$ cat src/rtl/rx_pol_pkg.sv
package rx_pol_pkg;
  typedef enum logic {
    LNK_DOWN = 1'b0,
    LNK_UP   = 1'b1
  } lnk_state_e;
endpackage

$ cat src/rtl/rx_pol_pulse_run.sv
module rx_pol_pulse_run
  import rx_pol_pkg::*;
#(
  parameter int RUN_LEN = 5
) (
  input  logic clk,
  input  logic rst_n,
  input  logic link_fail,
  input  logic pulse_vld,
  input  logic pulse_neg,
  input  logic cur_inv,
  output logic link_up,
  output logic seed_vld,
  output logic seed_neg,
  output logic beat_ok
);
  localparam int RUN_W = $clog2(RUN_LEN + 1);

  lnk_state_e       st_q, st_d;
  logic [RUN_W-1:0] run_q, run_d;
  logic             last_q, last_d;
  logic             reg_en;
  logic             seed_hit;

  always_comb begin
    st_d     = st_q;
    run_d    = run_q;
    last_d   = last_q;
    seed_hit = 1'b0;
    if (link_fail) begin
      st_d  = LNK_DOWN;
      run_d = '0;
    end else if (st_q == LNK_DOWN && pulse_vld) begin
      last_d = pulse_neg;
      if (run_q != '0 && pulse_neg == last_q) run_d = run_q + 1'b1;
      else                                    run_d = RUN_W'(1);
      if (run_d == RUN_W'(RUN_LEN)) begin
        seed_hit = 1'b1;
        st_d     = LNK_UP;
        run_d    = '0;
      end
    end
  end

  assign reg_en = link_fail | pulse_vld;

  always_ff @(posedge clk or negedge rst_n) begin
    if (!rst_n) begin
      st_q   <= LNK_DOWN;
      run_q  <= '0;
      last_q <= 1'b0;
    end else if (reg_en) begin
      st_q   <= st_d;
      run_q  <= run_d;
      last_q <= last_d;
    end
  end

  assign link_up  = (st_q == LNK_UP);
  assign seed_vld = seed_hit;
  assign seed_neg = pulse_neg;
  assign beat_ok  = link_up & pulse_vld & (pulse_neg == cur_inv);

  assert_fail_drops_link_R9: assert property (@(posedge clk) disable iff (!rst_n)
    link_fail |=> !link_up);
  assert_up_needs_pulse_R2: assert property (@(posedge clk) disable iff (!rst_n)
    $rose(link_up) |-> $past(pulse_vld));
  assert_seed_brings_up_R3: assert property (@(posedge clk) disable iff (!rst_n)
    seed_vld |=> link_up);
endmodule

$ cat src/rtl/rx_pol_delim_lock.sv
module rx_pol_delim_lock #(
  parameter int LOCK_RUN = 2
) (
  input  logic clk,
  input  logic rst_n,
  input  logic link_fail,
  input  logic link_up,
  input  logic seed_vld,
  input  logic seed_neg,
  input  logic eop_vld,
  input  logic eop_good,
  input  logic eop_neg,
  output logic invert,
  output logic locked
);
  localparam int AGR_W = $clog2(LOCK_RUN + 1);

  logic             inv_q, inv_d;
  logic             lock_q, lock_d;
  logic [AGR_W-1:0] agr_q, agr_d;
  logic             take_eop;
  logic             reg_en;

  assign take_eop = link_up & ~lock_q & eop_vld & eop_good;

  always_comb begin
    inv_d  = inv_q;
    lock_d = lock_q;
    agr_d  = agr_q;
    if (link_fail) begin
      lock_d = 1'b0;
      agr_d  = '0;
    end else if (seed_vld) begin
      inv_d = seed_neg;
    end else if (take_eop) begin
      if (agr_q != '0 && eop_neg == inv_q) begin
        agr_d = agr_q + 1'b1;
        if (agr_d == AGR_W'(LOCK_RUN)) lock_d = 1'b1;
      end else begin
        inv_d = eop_neg;
        agr_d = AGR_W'(1);
      end
    end
  end

  assign reg_en = link_fail | seed_vld | take_eop;

  always_ff @(posedge clk or negedge rst_n) begin
    if (!rst_n) begin
      inv_q  <= 1'b0;
      lock_q <= 1'b0;
      agr_q  <= '0;
    end else if (reg_en) begin
      inv_q  <= inv_d;
      lock_q <= lock_d;
      agr_q  <= agr_d;
    end
  end

  assign invert = inv_q;
  assign locked = lock_q;

  assert_locked_hold_R8: assert property (@(posedge clk) disable iff (!rst_n)
    (locked && !link_fail) |=> $stable(invert));
  assert_fail_unlocks_R9: assert property (@(posedge clk) disable iff (!rst_n)
    link_fail |=> (!locked && agr_q == '0));
  assert_bad_delim_inert_R7: assert property (@(posedge clk) disable iff (!rst_n)
    (eop_vld && !eop_good && !link_fail && !seed_vld) |=> ($stable(invert) && $stable(agr_q)));
  assert_lock_needs_eop_R6: assert property (@(posedge clk) disable iff (!rst_n)
    $rose(locked) |-> $past(eop_vld && eop_good));
endmodule

$ cat src/rtl/rx_pol_ctrl.sv
module rx_pol_ctrl #(
  parameter int RUN_LEN  = 5,
  parameter int LOCK_RUN = 2
) (
  input  logic clk,
  input  logic rst_n,
  input  logic link_fail,
  input  logic pulse_vld,
  input  logic pulse_neg,
  input  logic eop_vld,
  input  logic eop_good,
  input  logic eop_neg,
  output logic rx_invert,
  output logic pol_reversed,
  output logic pol_locked,
  output logic link_up,
  output logic beat_ok
);
  logic [1:0] rst_sync;
  logic       rst_int_n;
  logic       seed_vld;
  logic       seed_neg;
  logic       inv;

  always_ff @(posedge clk or negedge rst_n) begin
    if (!rst_n) rst_sync <= 2'b00;
    else        rst_sync <= {rst_sync[0], 1'b1};
  end
  assign rst_int_n = rst_sync[1];

  rx_pol_pulse_run #(.RUN_LEN(RUN_LEN)) u_run (
    .clk       (clk),
    .rst_n     (rst_int_n),
    .link_fail (link_fail),
    .pulse_vld (pulse_vld),
    .pulse_neg (pulse_neg),
    .cur_inv   (inv),
    .link_up   (link_up),
    .seed_vld  (seed_vld),
    .seed_neg  (seed_neg),
    .beat_ok   (beat_ok)
  );

  rx_pol_delim_lock #(.LOCK_RUN(LOCK_RUN)) u_lock (
    .clk       (clk),
    .rst_n     (rst_int_n),
    .link_fail (link_fail),
    .link_up   (link_up),
    .seed_vld  (seed_vld),
    .seed_neg  (seed_neg),
    .eop_vld   (eop_vld),
    .eop_good  (eop_good),
    .eop_neg   (eop_neg),
    .invert    (inv),
    .locked    (pol_locked)
  );

  assign rx_invert    = inv;
  assign pol_reversed = inv;

  assert_eop_while_down_R4: assert property (@(posedge clk) disable iff (!rst_int_n)
    (!link_up && !pulse_vld) |=> ($stable(rx_invert) && $stable(pol_locked)));
  assert_reset_state_R1: assert property (@(posedge clk)
    !rst_int_n |-> (!rx_invert && !pol_locked && !link_up));
endmodule

$ cat config.mk
export PLATFORM = sky130hd
export DESIGN_NAME = rx_pol_ctrl
export DESIGN_NICKNAME = d
export VERILOG_FILES = /design/src/rtl/rx_pol_pkg.sv /design/src/rtl/rx_pol_pulse_run.sv /design/src/rtl/rx_pol_delim_lock.sv /design/src/rtl/rx_pol_ctrl.sv
export SDC_FILE = /design/constraint.sdc
export NUM_CORES = 1
export LEC_CHECK = 0
export BUFFER_PORTS_ARGS = -buffer_cell sky130_fd_sc_hd__buf_4
export CAP_MARGIN = 20
export CORE_AREA = 2 2 39 41
export DETAILED_ROUTE_END_ITERATION = 8
export DIE_AREA = 0 0 41 43
export GPL_ROUTABILITY_DRIVEN = 1
export HOLD_SLACK_MARGIN = 0.06
export MAX_ROUTING_LAYER = met4
export PLACE_DENSITY = 0.71
export SETUP_SLACK_MARGIN = 0.02
export SLEW_MARGIN = 30
export SYNTH_ARGS = -nofsm -noshare
export SYNTH_HDL_FRONTEND = slang
export SYNTH_SLANG_ARGS = --single-unit
$ cat constraint.sdc
create_clock -name clk -period 1 [get_ports clk]
set_input_delay 0.1 -clock clk [delete_from_list [all_inputs] [get_ports clk]]
set_output_delay 0.1 -clock clk [all_outputs]
set_load 0.01 [all_outputs]
# Word level (Yosys, flattened, before mapping)
# Cells that the tools add are included.
[totals]
reg_bits = 11
word_cells = 68
input_bits = 8
[op_classes]
n_reduce_logical = 17
n_eq_ne = 7
add_sub_neg = 2
mux = 24
bitwise = 11
[op_table]
columns = ["cell", "count"]
rows = [
  ["two-way mux 3 bit", 6],
  ["two-way mux 1 bit", 14],
  ["nonzero test 2 bit", 7],
  ["AND reduction 3 bit", 3],
  ["two-way mux 2 bit", 4],
  ["AND 1 bit", 5],
  ["AND reduction 5 bit", 1],
  ["AND reduction 4 bit", 1],
  ["adder 3 x 1 -> 3 bit (second input constant)", 1],
  ["== test 1 bit", 3],
  ["== test 3 bit (second input constant)", 1],
  ["logical AND 1 bit", 3],
  ["NOT 1 bit", 3],
  ["OR 1 bit", 3],
  ["nonzero test 3 bit", 1],
  ["adder 2 x 1 -> 2 bit (second input constant)", 1],
  ["== test 2 bit (second input constant)", 1],
  ["inequality test 2 x 1 -> 1 bit (second input constant)", 1],
  ["inequality test 2 bit (second input constant)", 1],
  ["AND reduction 2 bit", 1],
]

# Longest topological paths before layout
[logic_depth]
ltp_word = 12
ltp_mapped = 6
depth_no_buf = 6

# Hierarchy
# A second synthesis with hierarchy kept.
[hier_totals]
cells_unflattened = 66
hier_area_um2 = 671.9
[by_module_without_submodules]
columns = ["module", "n_inst", "cells_each", "area_per_inst_um2"]
rows = [
  ["rx_pol_pulse_run", 1, 36, 337.8],
  ["rx_pol_delim_lock", 1, 26, 272.8],
  ["rx_pol_ctrl", 1, 4, 61.3],
]

# Worst setup path after synthesis
# No wires, ideal clock.
[synth_timing]
path_kind = "reg2reg"
from = "register u_run.run_q[0]"
to = "register u_lock.inv_q, in the netlist u_lock.invert"
stages_incl_launch_ff = 7
arrival_time_ps = 1804
synth_period_minus_slack_ps = 1930
setup_ps = 126
required_time_ps = 874
slack_ps = -930
path_buffers = 0
path_cell_list = "dfrtp_1 > inv_1 > ha_1 > nor3b_1 > o21ai_0 > or4_1 > a311o_1"
[synth_via]
elab_chain_len = 12
word_cells_on_any_way = 16
classes_between = "add/sub: 1; eq/ne: 2; mux: 7; bitwise: 2; reduce/logical: 4"
[synth_lines]
columns = ["item", "line", "text"]
rows = [
  ["start, declared", "rx_pol_pulse_run.sv:20", "logic [RUN_W-1:0] run_q, run_d;"],
  ["start signal, assigned", "rx_pol_pulse_run.sv:54", "run_q <= run_d;"],
  ["parallel branches: the longest is 2 deep, another holds adder 3 x 1 -> 3 bit", "n/a", ""],
  ["two-way mux 3 bit (*)", "rx_pol_pulse_run.sv:35", "if (run_q != '0 && pulse_neg == last_q) run_d = run_q + 1'b1;"],
  ["two-way mux 3 bit (*)", "rx_pol_pulse_run.sv:33", "end else if (st_q == LNK_DOWN && pulse_vld) begin"],
  ["two-way mux 3 bit (*)", "rx_pol_pulse_run.sv:30", "if (link_fail) begin"],
  ["== test 3 bit (*)", "rx_pol_pulse_run.sv:37", "if (run_d == RUN_W'(RUN_LEN)) begin"],
  ["two-way mux 1 bit (*)", "rx_pol_pulse_run.sv:37", ""],
  ["two-way mux 1 bit (*)", "rx_pol_pulse_run.sv:33", ""],
  ["two-way mux 1 bit (*)", "rx_pol_pulse_run.sv:30", ""],
  ["OR 1 bit (2 in a row)", "rx_pol_delim_lock.sv:46", "assign reg_en = link_fail | seed_vld | take_eop;"],
  ["AND reduction 4 bit (no source line)", "n/a", ""],
  ["end signal, assigned", "rx_pol_delim_lock.sv:54", "inv_q <= inv_d;"],
  ["end, declared", "rx_pol_delim_lock.sv:18", "logic inv_q, inv_d;"],
]
# Mark *: on every way between the ends. The select of a mux whose other input is x is not followed.
# A chain may end at the register's enable or synchronous reset.

# Worst setup path in the final report
[layout_timing]
from = "register u_run.run_q[1]"
to = "register u_lock.inv_q, in the netlist u_lock.invert"
# Same word-level chain as after synthesis.

==> metrics.txt <==
status=finished, violations left; failing checks=negative setup slack; CTS buffer count=3; ys async rst share=1.00; switching share of power=0.272; clock share of power=0.301; P_int=about 760 uW; count of final setup violators=14; drt first pass iters=3; Max Slew Vio Count=0; Vias=slightly below 700; Synth Register Bits=11; number of distinct library cells after synthesis=27; largest cells by area after synthesis=dfrtp_1, ha_1, inv_1, nor2_1, a21oi_1; Yosys top cell area share=0.437; r2r worst-path depth=5; sequential share of power=0.457; Pleak=0.000560 uW; GRT Overall Usage=0.262; CP Class=reg2reg; CP arrival=1.90 ns; H-tree depth=1; R2R Path End=u_lock.invert; Final #Nets=around 130; CP Launch Point=u_run.run_q[1]; EDFF count, synth=0; Area growth syn-to-layout=91.9%; clock buffer depth=2; most common cell in the netlist=dfrtp_1; die height=43 um; CP max FO=3; Synth Area per Inst=about 9.4 um^2; clk_lat worst skew=0.28 ns; antenna cells=0; worst reg-to-reg setup slack=-0.73 ns; M1 wire length=~800 um; Fillers=64; Post-Syn Instances=between 60 and 70; register area share after synthesis=0.437; Final HPWL DP=roughly 1200 um; Comb power frac=0.242; share of layout cells above drive strength 1=0.621; Peak Freq=slightly below 600 MHz; Final ANT Viol Nets=0; row count=14; Root Buffer=clkbuf_4; vias per inst=5.18; largest net degree at the start of global routing=11; max-cap viol count=0; RSZ-0062 raised after global routing=yes; first-pass GRT wire length=just under 3000 um; initial core utilization=0.456; port bufs=12; Routed Wire Length=~2100 um; final hold slack=roughly 0.14 ns; CTS tree=done; critical path startpoint category=flop; power per cell area=862 mW/mm^2; Final Non-Filler Cells=around 130; Final WS setup=-0.735 ns; Synth top cells by count=dfrtp_1, inv_1, nor2_1; total die area=between 0.0015 and 0.002 mm^2; crit path capture=u_lock.invert; Die X=roughly 41 um; post-place setup slack=-0.875 ns; top routing layer used=met4; Syn Std Cell Area=about 630 um^2; GRT overflow=0; DRT iter0 DRCs=14; Ports=13; clock skew=approximately 0.0095 ns; CP Data Required Time=~1.2 ns; VDD IR max=1100 uV; Inst Count DP=~120; Residual DRC=0; WL/cell=around 16 um; met2 WL=1140 um; syn nets=79; hold crit path type=in2async; fin crit share=1.73; Final Hold Vio Count=0; vias in the first global route=670; routed wl met3=around 37 um; antenna violations before repair=0; fin crit period=~1.7 ns; Ys Warns=0; reg2reg start=u_run.run_q[1]; Core ar.=around 0.0014 mm^2; register area=275 um^2; Top FF cell, synth=dfrtp_1; Synth area leader=dfrtp_1; area taken by multi-input logic gates=about 450 um^2; Crit. End Element=flop; Switch Pwr=284 uW; clock-pin slew on the worst setup and hold paths=roughly 0.08 ns; CTS sink cnt=11; GPL Wtd Cong=roughly 0.72
[power by group through the flow]
stage                     Clock [uW]  Combinational (uW)  Sequential (uW)
after floorplan                    0                87.5              483
after global routing             346                 269              479
final                            314                 252              477
after CTS                        311                 234              477
after detailed placement           0                 195              486
after global placement             0                 190              485
[how the worst min path moves through the flow]
stage | startpoint | endpoint | slack [ns]
after floorplan | rst_n | rst_sync[0] | -0.20
after global placement | rst_n | rst_sync[0] | -0.12
after CTS | rst_n | rst_sync[0] | 0.14
after detailed placement | rst_n | rst_sync[0] | -0.12
final | rst_n | rst_sync[0] | 0.14
after global routing | rst_n | rst_sync[0] | 0.15
[kinds of logic (layout without fill, tap and decap cells)]
| family | count (synthesis) | after routing | share of synthesized area |
|---|---|---|---|
| adder cells (fa/ha/maj) | 4 | 4 | 0.0794 |
| XOR/XNOR | 4 | 4 | 0.0556 |
| flip-flops | 11 | 11 | 0.437 |
| AND/OR/NAND/NOR | 23 | 23 | 0.204 |
| buffers and inverters | 9 | 58 | 0.0595 |
| multiplexers | 1 | 1 | 0.0179 |
| AO/OA/AOI/OAI | 14 | 14 | 0.141 |
| other | 1 | 1 | 0.00595 |
[critical path, cell delays in order (launching register included)]
cell	delay (ns)
dfrtp_1	0.39
ha_2	0.22
nor3b_4	0.22
o21ai_2	0.09
or4_4	0.44
a311o_1	0.28
[cell usage in the layout (no fill, tap or decap), types with 2 or more instances in the layout]
cell type	count
buf_4	32
buf_6	14
dfrtp_1	11
inv_1	4
nor2_1	4
nand2_1	3
nor2_4	3
a21oi_1	3
clkbuf_4	3
inv_2	2
nor3b_4	2
o21ai_2	2
xor2_1	2
a211oi_2	2
o21ai_0	2
ha_1	2
[area by class of cell]
type | count | share of cell area
tap | 16 | 0.0165
multi-input combinational | 47 | 0.373
sequential | 11 | 0.228
inverter | 7 | 0.0238
clock buffer | 4 | 0.0217
timing repair buffer | 47 | 0.337
[metal layers]
layer / vias up / global-route usage
met2: 16 / 0.422
li1: 328 / -
met4: 0 / 0.120
met1: 332 / 0.300
met5: - / -
met3: 8 / 0.0471
[repair_timing]
action,4_1_cts,5_1_grt
buffers inserted,8,4
endpoints found under the setup margin,14,14
endpoints found under the hold margin,2,0
hold buffers,1,0
pin swaps,7,4
gates resized for setup,21,15
[through the flow]
stage | setup TNS (ns) | total power (uW) | utilization | instance area, um^2
after CTS | -4.08 | 1020 | 0.815 | 1130
final | -4.58 | 1040 | 0.874 | 1210
after detailed placement | -3.73 | 681 | 0.687 | 951
after global routing | -5.45 | 1090 | 0.874 | 1210
after floorplan | -2.43 | 570 | - | 679
after global placement | -3.48 | 675 | 0.687 | 951
[sequential cells by signal, summed over array words and instances, names as in the netlist]
name and count:
u_run.run_q 3, rst_sync 2, u_lock.agr_q 2, u_lock.invert 1
u_lock.locked 1, u_run.last_q 1, u_run.link_up 1
No activity file was read; power rests on OpenSTA's default activity.
